## config.mk

```make
export PLATFORM = sky130hd
export DESIGN_NAME = irq_dispatch
export DESIGN_NICKNAME = d
export VERILOG_FILES = /design/src/rtl/irqd_pkg.sv /design/src/rtl/irqd_len_calc.sv /design/src/rtl/irqd_src_arb.sv /design/src/rtl/irqd_swap_seq.sv /design/src/rtl/irq_dispatch.sv
export SDC_FILE = /design/constraint.sdc
export NUM_CORES = 1
export LEC_CHECK = 0
export CORE_UTILIZATION = 35
export CTS_CLUSTER_DIAMETER = 30
export DETAILED_ROUTE_END_ITERATION = 10
export DONT_BUFFER_PORTS = 1
export SETUP_SLACK_MARGIN = 0.4
export SLEW_MARGIN = 40
export SYNTH_ARGS = -nofsm -noshare
export SYNTH_HDL_FRONTEND = slang
export SYNTH_SLANG_ARGS = --single-unit
```

## constraint.sdc

```tcl
create_clock -name clk -period 22.1 [get_ports clk]
set_input_delay 0 -clock clk [delete_from_list [all_inputs] [get_ports clk]]
set_output_delay 0 -clock clk [all_outputs]
set_load 0.1 [all_outputs]
```

## src/rtl/irqd_pkg.sv

```systemverilog
// Shared constants and types for the interrupt dispatcher.
// Assumes a 64-bit status word and a 64-bit memory data path.
package irqd_pkg;

    localparam int WORD_W       = 64;
    localparam int EXT_EN_BIT   = 56;   // mask bit enabling external sources
    localparam int WAIT_BIT     = 49;   // mask bit requesting the halted state
    localparam int CC_LO        = 13;   // condition code sits in bits CC_LO+1:CC_LO

    localparam logic [15:0] CODE_CLKCMP  = 16'h1004;
    localparam logic [15:0] CODE_CPUTMR  = 16'h1005;
    localparam logic [15:0] CPU_ADDR_TAG = 16'h0D00;

    // byte offsets inside each class area
    localparam logic [7:0] SLOT_OMASK = 8'h00;
    localparam logic [7:0] SLOT_OADDR = 8'h08;
    localparam logic [7:0] SLOT_INFO  = 8'h10;
    localparam logic [7:0] SLOT_NMASK = 8'h18;
    localparam logic [7:0] SLOT_NADDR = 8'h20;

    // program-exception length modes
    localparam logic [1:0] LEN_PLAIN = 2'd0;
    localparam logic [1:0] LEN_ADV   = 2'd1;
    localparam logic [1:0] LEN_DBL   = 2'd2;

    typedef enum logic [1:0] {
        CLS_EXT = 2'd0,
        CLS_SVC = 2'd1,
        CLS_PGM = 2'd2
    } irq_cls_e;

    typedef enum logic [2:0] {
        SQ_IDLE, SQ_INFO, SQ_OMASK, SQ_OADDR, SQ_RMASK, SQ_RADDR, SQ_LOAD
    } sq_state_e;

    typedef struct packed {
        logic [15:0] code;
        logic [31:0] param;
    } ext_evt_t;

    // base byte offset of each class area inside the save region
    function automatic logic [7:0] class_base(irq_cls_e c);
        case (c)
            CLS_SVC: return 8'h40;
            CLS_PGM: return 8'h80;
            default: return 8'h00;
        endcase
    endfunction

endpackage

```

## src/rtl/irqd_len_calc.sv

```systemverilog
// Program-exception length calculator.
// Derives the instruction length in halfwords from the top two opcode bits
// and applies the selected length mode. Purely combinational.
module irqd_len_calc
    import irqd_pkg::*;
(
    input  logic [1:0]  op_hi,
    input  logic [1:0]  mode,
    output logic [15:0] len_code,
    output logic [7:0]  adv_bytes
);

    logic [7:0] hw;

    // halfword count from the opcode class
    always_comb begin
        case (op_hi)
            2'b00:   hw = 8'd1;
            2'b11:   hw = 8'd3;
            default: hw = 8'd2;
        endcase
    end

    // stored length and address advance per mode
    always_comb begin
        case (mode)
            LEN_ADV: begin
                len_code  = {8'h00, hw};
                adv_bytes = hw << 1;
            end
            LEN_DBL: begin
                len_code  = {8'h00, hw << 1};
                adv_bytes = hw << 1;
            end
            default: begin
                len_code  = {8'h00, hw};
                adv_bytes = 8'd0;
            end
        endcase
    end

    // the advance never exceeds three halfwords
    always_comb begin
        a_r9_adv_bound: assert (adv_bytes <= 8'd6);
    end

endmodule

```

## src/rtl/irqd_src_arb.sv

```systemverilog
// External source store and arbiter.
// Holds the last-in-first-out event stack and the two timer pending flags,
// presents the highest-priority external source, and retires it on take.
// Assumes take is raised only when avail is high.
module irqd_src_arb
    import irqd_pkg::*;
#(
    parameter int QDEPTH = 4
) (
    input  logic        clk,
    input  logic        rst_n,
    input  logic        push,
    input  ext_evt_t    push_evt,
    input  logic        tod_set,
    input  logic        cpt_set,
    input  logic        take,
    output logic        avail,
    output logic [15:0] sel_code,
    output logic [31:0] sel_param,
    output logic        pending_any,
    output logic        overflow
);

    localparam int CW = $clog2(QDEPTH + 1);
    localparam int IW = (QDEPTH > 1) ? $clog2(QDEPTH) : 1;

    ext_evt_t       stk [QDEPTH];
    logic [CW-1:0]  cnt;
    logic           tod_q, cpt_q, fatal_q;
    logic           have_stk, pop, tod_clr, cpt_clr, full;
    logic [CW-1:0]  cnt_after_pop;
    ext_evt_t       top_evt;

    // source selection and retirement decode
    always_comb begin
        have_stk      = (cnt != '0);
        top_evt       = stk[IW'(cnt - CW'(1))];
        pop           = take & have_stk;
        tod_clr       = take & ~have_stk & tod_q;
        cpt_clr       = take & ~have_stk & ~tod_q & cpt_q;
        cnt_after_pop = cnt - CW'(pop);
        full          = (cnt_after_pop == CW'(QDEPTH));
        avail         = have_stk | tod_q | cpt_q;
        pending_any   = avail;
        if (have_stk) begin
            sel_code  = top_evt.code;
            sel_param = top_evt.param;
        end else if (tod_q) begin
            sel_code  = CODE_CLKCMP;
            sel_param = '0;
        end else begin
            sel_code  = CODE_CPUTMR;
            sel_param = '0;
        end
    end

    // stack count, timer flags and sticky overflow
    always_ff @(posedge clk) begin
        if (!rst_n) begin
            cnt     <= '0;
            tod_q   <= 1'b0;
            cpt_q   <= 1'b0;
            fatal_q <= 1'b0;
        end else begin
            cnt     <= (push && !full) ? cnt_after_pop + CW'(1) : cnt_after_pop;
            tod_q   <= (tod_q & ~tod_clr) | tod_set;
            cpt_q   <= (cpt_q & ~cpt_clr) | cpt_set;
            fatal_q <= fatal_q | (push & full);
        end
    end

    // stack storage write, no reset needed
    always_ff @(posedge clk) begin
        if (rst_n && push && !full)
            stk[IW'(cnt_after_pop)] <= push_evt;
    end

    assign overflow = fatal_q;

    // count never exceeds the stack depth
    a_r4_count_bound: assert property (@(posedge clk) disable iff (!rst_n)
        cnt <= CW'(QDEPTH));

    // overflow indication is sticky
    a_r4_fatal_sticky: assert property (@(posedge clk) disable iff (!rst_n)
        fatal_q |=> fatal_q);

    // taking a stacked event without a push lowers the count by one
    a_r4_pop_count: assert property (@(posedge clk) disable iff (!rst_n)
        (take && have_stk && !push) |=> (cnt == $past(cnt) - CW'(1)));

endmodule

```

## src/rtl/irqd_swap_seq.sv

```systemverilog
// Status-word swap sequencer.
// Captures the words to save on start, then issues three writes and two
// reads to the class area, one per cycle, and presents the new status word
// in its last cycle. Assumes read data returns one cycle after the request.
module irqd_swap_seq
    import irqd_pkg::*;
#(
    parameter int          AW       = 16,
    parameter int unsigned LOW_BASE = 0
) (
    input  logic              clk,
    input  logic              rst_n,
    input  logic              start,
    input  irq_cls_e          cls,
    input  logic [WORD_W-1:0] info,
    input  logic [WORD_W-1:0] omask,
    input  logic [WORD_W-1:0] oaddr,
    input  logic [WORD_W-1:0] mem_rdata,
    output logic              mem_req,
    output logic              mem_we,
    output logic [AW-1:0]     mem_addr,
    output logic [WORD_W-1:0] mem_wdata,
    output logic              busy,
    output logic              load_now,
    output logic [WORD_W-1:0] new_mask,
    output logic [WORD_W-1:0] new_addr
);

    sq_state_e         st;
    irq_cls_e          cls_q;
    logic [WORD_W-1:0] info_q, omask_q, oaddr_q, nmask_q;
    logic [7:0]        slot;

    // sequence state and captured words
    always_ff @(posedge clk) begin
        if (!rst_n) begin
            st      <= SQ_IDLE;
            cls_q   <= CLS_EXT;
            info_q  <= '0;
            omask_q <= '0;
            oaddr_q <= '0;
            nmask_q <= '0;
        end else begin
            case (st)
                SQ_IDLE: if (start) begin
                    st      <= SQ_INFO;
                    cls_q   <= cls;
                    info_q  <= info;
                    omask_q <= omask;
                    oaddr_q <= oaddr;
                end
                SQ_INFO:  st <= SQ_OMASK;
                SQ_OMASK: st <= SQ_OADDR;
                SQ_OADDR: st <= SQ_RMASK;
                SQ_RMASK: st <= SQ_RADDR;
                SQ_RADDR: begin
                    st      <= SQ_LOAD;
                    nmask_q <= mem_rdata;
                end
                default:  st <= SQ_IDLE;
            endcase
        end
    end

    // memory port drive for the current step
    always_comb begin
        mem_req   = 1'b1;
        mem_we    = 1'b0;
        mem_wdata = '0;
        case (st)
            SQ_INFO:  begin slot = SLOT_INFO;  mem_we = 1'b1; mem_wdata = info_q;  end
            SQ_OMASK: begin slot = SLOT_OMASK; mem_we = 1'b1; mem_wdata = omask_q; end
            SQ_OADDR: begin slot = SLOT_OADDR; mem_we = 1'b1; mem_wdata = oaddr_q; end
            SQ_RMASK: slot = SLOT_NMASK;
            SQ_RADDR: slot = SLOT_NADDR;
            default:  begin slot = 8'h00; mem_req = 1'b0; end
        endcase
        mem_addr = AW'(LOW_BASE) + AW'(class_base(cls_q)) + AW'(slot);
    end

    assign busy     = (st != SQ_IDLE);
    assign load_now = (st == SQ_LOAD);
    assign new_mask = nmask_q;
    assign new_addr = mem_rdata;

    // the info write is always followed by the old-mask write
    a_r5_seq_order: assert property (@(posedge clk) disable iff (!rst_n)
        (st == SQ_INFO) |=> (st == SQ_OMASK));

    // the controller presents a start only to an idle sequencer
    a_r12_start_when_idle: assert property (@(posedge clk) disable iff (!rst_n)
        start |-> (st == SQ_IDLE));

endmodule

```

## src/rtl/irq_dispatch.sv

```systemverilog
// Prioritized interrupt dispatcher, top level.
// Holds the current status word, chooses among program, call and external
// interruptions, builds the words to save, and loads the new status word
// at the end of the swap. Assumes request pulses last one cycle.
module irq_dispatch
    import irqd_pkg::*;
#(
    parameter int          QDEPTH   = 4,
    parameter int          AW       = 16,
    parameter int unsigned LOW_BASE = 0
) (
    input  logic          clk,
    input  logic          rst_n,
    input  logic [15:0]   cpu_num,
    input  logic [1:0]    cc_in,
    input  logic          psw_wr,
    input  logic [63:0]   psw_wr_mask,
    input  logic [63:0]   psw_wr_addr,
    input  logic          ext_push,
    input  logic [15:0]   ext_code,
    input  logic [31:0]   ext_param,
    input  logic          clkcmp_set,
    input  logic          cputmr_set,
    input  logic          pgm_req,
    input  logic [15:0]   pgm_code,
    input  logic [1:0]    pgm_op_hi,
    input  logic [1:0]    pgm_len_mode,
    input  logic          svc_req,
    input  logic [15:0]   svc_code,
    input  logic [3:0]    svc_len,
    output logic          mem_req,
    output logic          mem_we,
    output logic [AW-1:0] mem_addr,
    output logic [63:0]   mem_wdata,
    input  logic [63:0]   mem_rdata,
    output logic [63:0]   psw_mask,
    output logic [63:0]   psw_addr,
    output logic [1:0]    cc_out,
    output logic          halted,
    output logic          busy,
    output logic          irq_hard,
    output logic          fatal
);

    logic [63:0] mask_q, addr_q;
    logic [1:0]  cc_q;
    logic        halted_q;

    logic        ext_avail, go_pgm, go_svc, go_ext, start, load_now, may_start;
    logic [15:0] ext_sel_code, pgm_len;
    logic [31:0] ext_sel_param;
    logic [7:0]  pgm_adv;
    irq_cls_e    cls;
    logic [63:0] info, omask, oaddr, new_mask, new_addr;
    ext_evt_t    push_evt;

    assign push_evt = '{code: ext_code, param: ext_param};

    irqd_src_arb #(.QDEPTH(QDEPTH)) u_src (
        .clk         (clk),
        .rst_n       (rst_n),
        .push        (ext_push),
        .push_evt    (push_evt),
        .tod_set     (clkcmp_set),
        .cpt_set     (cputmr_set),
        .take        (go_ext),
        .avail       (ext_avail),
        .sel_code    (ext_sel_code),
        .sel_param   (ext_sel_param),
        .pending_any (irq_hard),
        .overflow    (fatal)
    );

    irqd_len_calc u_len (
        .op_hi     (pgm_op_hi),
        .mode      (pgm_len_mode),
        .len_code  (pgm_len),
        .adv_bytes (pgm_adv)
    );

    irqd_swap_seq #(.AW(AW), .LOW_BASE(LOW_BASE)) u_seq (
        .clk       (clk),
        .rst_n     (rst_n),
        .start     (start),
        .cls       (cls),
        .info      (info),
        .omask     (omask),
        .oaddr     (oaddr),
        .mem_rdata (mem_rdata),
        .mem_req   (mem_req),
        .mem_we    (mem_we),
        .mem_addr  (mem_addr),
        .mem_wdata (mem_wdata),
        .busy      (busy),
        .load_now  (load_now),
        .new_mask  (new_mask),
        .new_addr  (new_addr)
    );

    // class priority: program, then call, then enabled external
    always_comb begin
        may_start = ~busy & ~psw_wr;
        go_pgm    = may_start & pgm_req;
        go_svc    = may_start & ~pgm_req & svc_req;
        go_ext    = may_start & ~pgm_req & ~svc_req & mask_q[EXT_EN_BIT] & ext_avail;
        start     = go_pgm | go_svc | go_ext;
    end

    // words to save for the chosen class
    always_comb begin
        omask = mask_q;
        omask[CC_LO+1:CC_LO] = cc_in;
        if (go_pgm) begin
            cls   = CLS_PGM;
            info  = {32'h0, pgm_len, pgm_code};
            oaddr = addr_q + 64'(pgm_adv);
        end else if (go_svc) begin
            cls   = CLS_SVC;
            info  = {32'h0, 12'h0, svc_len, svc_code};
            oaddr = addr_q + 64'(svc_len);
        end else begin
            cls   = CLS_EXT;
            info  = {ext_sel_param, cpu_num | CPU_ADDR_TAG, ext_sel_code};
            oaddr = addr_q;
        end
    end

    // current status word, condition code and halted state
    always_ff @(posedge clk) begin
        if (!rst_n) begin
            mask_q   <= '0;
            addr_q   <= '0;
            cc_q     <= '0;
            halted_q <= 1'b0;
        end else if (psw_wr && !busy) begin
            mask_q   <= psw_wr_mask;
            addr_q   <= psw_wr_addr;
            cc_q     <= psw_wr_mask[CC_LO+1:CC_LO];
            halted_q <= psw_wr_mask[WAIT_BIT];
        end else if (start) begin
            halted_q <= 1'b0;
        end else if (load_now) begin
            mask_q   <= new_mask;
            addr_q   <= new_addr;
            cc_q     <= new_mask[CC_LO+1:CC_LO];
            halted_q <= new_mask[WAIT_BIT];
        end
    end

    assign psw_mask = mask_q;
    assign psw_addr = addr_q;
    assign cc_out   = cc_q;
    assign halted   = halted_q;

    // a start always makes the sequencer busy next cycle
    a_r5_busy_after_start: assert property (@(posedge clk) disable iff (!rst_n)
        start |=> busy);

    // halted rises only on a status-word load
    a_r10_halt_source: assert property (@(posedge clk) disable iff (!rst_n)
        $rose(halted_q) |-> $past(load_now || (psw_wr && !busy)));

    // any interruption start clears halted
    a_r10_wake: assert property (@(posedge clk) disable iff (!rst_n)
        start |=> !halted_q);

endmodule

```

==> flow_summary.toml <==
[outcome]
status = "finished clean"

[synthesis]
synth_async_sr_flop_share = 0
synth_flop_cell = "dfxtp_1"
seq_area_frac_synth = 0.537
syn_area_um2 = 25400
synth_cell_types = 62
synth.area.top_cells = "dfxtp_1 31%, edfxtp_1 23%, nand2_1 8.3%"
synth_top_area_cell = "dfxtp_1"
syn_inst = 2642
yosysTopAreaCellShare = 0.310
synth_common_cells = "563 x nand2_1, 394 x dfxtp_1, 278 x nor2_1, 194 x clkbuf_1, 192 x edfxtp_1"
ys_ff_latch = 586
yosys_warnings = 0
yosysMostFrequentCell = "nand2_1"
synth-edff-count = 192
syn_area_per_cell_um2 = 9.62

[floorplanning]
core-area_um2 = 71600
dieHeight_um = 271
initial_core_util = 0.355
num_rows = 98
io_pins = 522
die-area_um2 = 73700
dieWidth_um = 271

[placed_design]
gp_congestion = 0.924
hpwl_um = 66400
io_buffers = 0

[timing]
worstMarginPinSlew_ns = 0.870
slew_viol_final = 0
setup-violations-final = 0
rsz0062_at_grt = "false"
timing.slew.headroom = 0.420
finalSetupTns_ns = 0
hold_viol = 0
fmax_ghz = 0.235
finalCritPeriodShare = 0.193
fin_skew_ns = 0.0459
layout_min_cycle_time_ns = 4.26

[worst_hold_path]
holdPathEnd = "u_seq.info_q[23]$_SDFFE_PN0P_"
hold_start = "cpu_num[7]"
worstHoldPathType = "in2reg"
whs_path_depth = 3

[setup_path]
r2r_end = "halted$_SDFFE_PN0P_"
required_ns = 22.68
rrSetupSlack_ns = 17.84
worst_path_largest_cell_delay_ns = 0.65
arrival_ns = 4.85
rr_worst_depth = 10
reg2reg_from = "u_seq.st[0]$_SDFFE_PN0P_"
critPathCaptureType = "register"
cp_top_family = "buffers and inverters"
crit_chain = "buf_12 -> or4_1 -> nor2_4 -> buf_8 -> buf_16 -> buf_6 -> buf_4 -> o21ai_0 -> o311a_1 -> dlygate4sd3_1"
start_kind = "register"
critPathBufInv = 6
crit_fanout = 85
critical_path_class = "reg2reg"
slowest_stage = "buf_4"

[clock_tree]
cts.repair.resized = 0
cts_tree = "yes"
cts_buffers = 135
worstSkewPairLatency_ns = 0.72
cts_setup_buffers = 0
cts.root.buffer_cell = "clkbuf_16"
ctsHoldBuffers = 507
clk_pin_slew_worst_paths_ns = 0.04
cts_max_path_buffers = 3
cts_sinks = 586
cts-htree-levels = 4

[cells_and_area]
nets = 3494
drive_gt1_frac = 0.192
synthToLayoutAreaGrowth_pct = 46.6
fillCellCount = 6030

[detailed_routing]
wirelength_um = 106000
wire_per_inst_um = 24.9
vias_per_cell = 5.78
route.detailed.drc = 0
postRouteAntennaNets = 0
drtIter0Drc = 2171
dr_total_vias = 24536
dr.pass1.iters = 7

[pwr]
power_mw = 4.25
irDropWorstVdd_mv = 0.0847
power_density_nw_per_um2 = 114
p_leak_nw = 12.9

[global_routing]
grt_pass1_wl_um = 155000
grt_pass1_vias = 24968
antenna_found_initial = 11
grtUsageTotal = 0.279
grt_max_degree = 149
overflow = 0

[flow_run]
drv_cap = 0
cells in the final DEF, fill, tap and decap left out, types with 28 or more instances in the layout:
cell type,count
dlygate4sd3_1,506
nand3_1,38
a22oi_1,108
nand2_1,561
nor2_4,60
dfxtp_1,320
nor2_1,205
buf_4,101
mux4_2,48
a21oi_1,172
edfxtp_1,192
o21ai_0,81
a311oi_1,135
dfxtp_2,68
mux2_2,63
a31oi_1,28
clkbuf_16,137
nor3_1,30
power breakdown:
group	internal, mW	total [mW]	switching (mW)
clock	1.37	2.05	0.679
sequential	1.20	1.43	0.230
combinational	0.232	0.772	0.540
total	2.80	4.25	1.45
tightest hold or removal path, cell delays in order:
cell and delay [ns]:
dlygate4sd3_1 0.54, a22oi_1 0.07, nor2_1 0.08
area by class of cell:
| type | instances | area, µm² | share of cell area |
|---|---|---|---|
| antenna | 9 | 22.5 | 0.000604 |
| clock buffer | 170 | 3670 | 0.0985 |
| clock inverter | 79 | 1090 | 0.0291 |
| inverter | 21 | 96.3 | 0.00259 |
| multi-input combinational | 1807 | 11400 | 0.305 |
| sequential | 586 | 13800 | 0.369 |
| tap | 950 | 1190 | 0.0319 |
| timing repair buffer | 624 | 6060 | 0.163 |
worst max path at each step:
| stage | start | to | slack (ns) | cells after the start |
|---|---|---|---|---|
| 2_1_floorplan | u_src.cnt[0]$_SDFF_PN0_ | u_src.stk[0][0]$_DFFE_PP_ | 14.77 | 13 |
| 3_3_place_gp | u_seq.st[1]$_SDFFE_PN0P_ | halted$_SDFFE_PN0P_ | 17.81 | 8 |
| 3_5_place_dp | u_seq.st[1]$_SDFFE_PN0P_ | halted$_SDFFE_PN0P_ | 17.74 | 8 |
| 4_1_cts | u_seq.st[1]$_SDFFE_PN0P_ | halted$_SDFFE_PN0P_ | 17.18 | 9 |
| 5_1_grt | u_seq.st[1]$_SDFFE_PN0P_ | halted$_SDFFE_PN0P_ | 17.50 | 9 |
| 6_report | u_seq.st[0]$_SDFFE_PN0P_ | halted$_SDFFE_PN0P_ | 17.84 | 10 |
stage by stage:
| stage | std cells | setup slack [ns] | hold WS (ns) | cell area [µm²] | utilization |
|---|---|---|---|---|---|
| 6_report | 4246 | 17.84 | 0.0232 | 37300 | 0.520 |
| 5_1_grt | 4243 | 17.50 | 0.0122 | 37300 | 0.520 |
| 4_1_cts | 4235 | 17.18 | 0.00000411 | 37200 | 0.519 |
| 3_5_place_dp | 3479 | 17.74 | 0.0990 | 27300 | 0.382 |
| 3_3_place_gp | 3474 | 17.81 | 0.0990 | 26800 | 0.375 |
| 2_1_floorplan | 2652 | 14.77 | 0.0989 | 25400 | - |
per-layer routing:
metal / global-route usage / share of wire
met3: 0.0770 / 0.082
met4: 0.186 / 0.064
met5: 0 / 0.00044
met2: 0.459 / 0.48
met1: 0.318 / 0.38
cell families (layout without fill, tap and decap cells):
group | Yosys count | count (layout) | synth area share
buffers and inverters | 259 | 894 | 0.0408
AOI/OAI and AO/OA | 613 | 613 | 0.165
muxes | 113 | 113 | 0.0712
DFF | 586 | 586 | 0.537
other | 1 | 20 | 0.000148
adders and majority gates | 13 | 13 | 0.00699
xor gates and xnor gates | 14 | 14 | 0.00483
and+or+nand+nor | 1043 | 1043 | 0.174
sequential cells by signal, indices dropped and copies added, names as in the netlist, 62 cells and up:
name / flops
psw_addr: 64
psw_mask: 64
u_seq.info_q: 62
u_seq.new_mask: 64
u_seq.oaddr_q: 64
u_seq.omask_q: 64
u_src.stk: 192
Power figures use the tool's default switching activity.
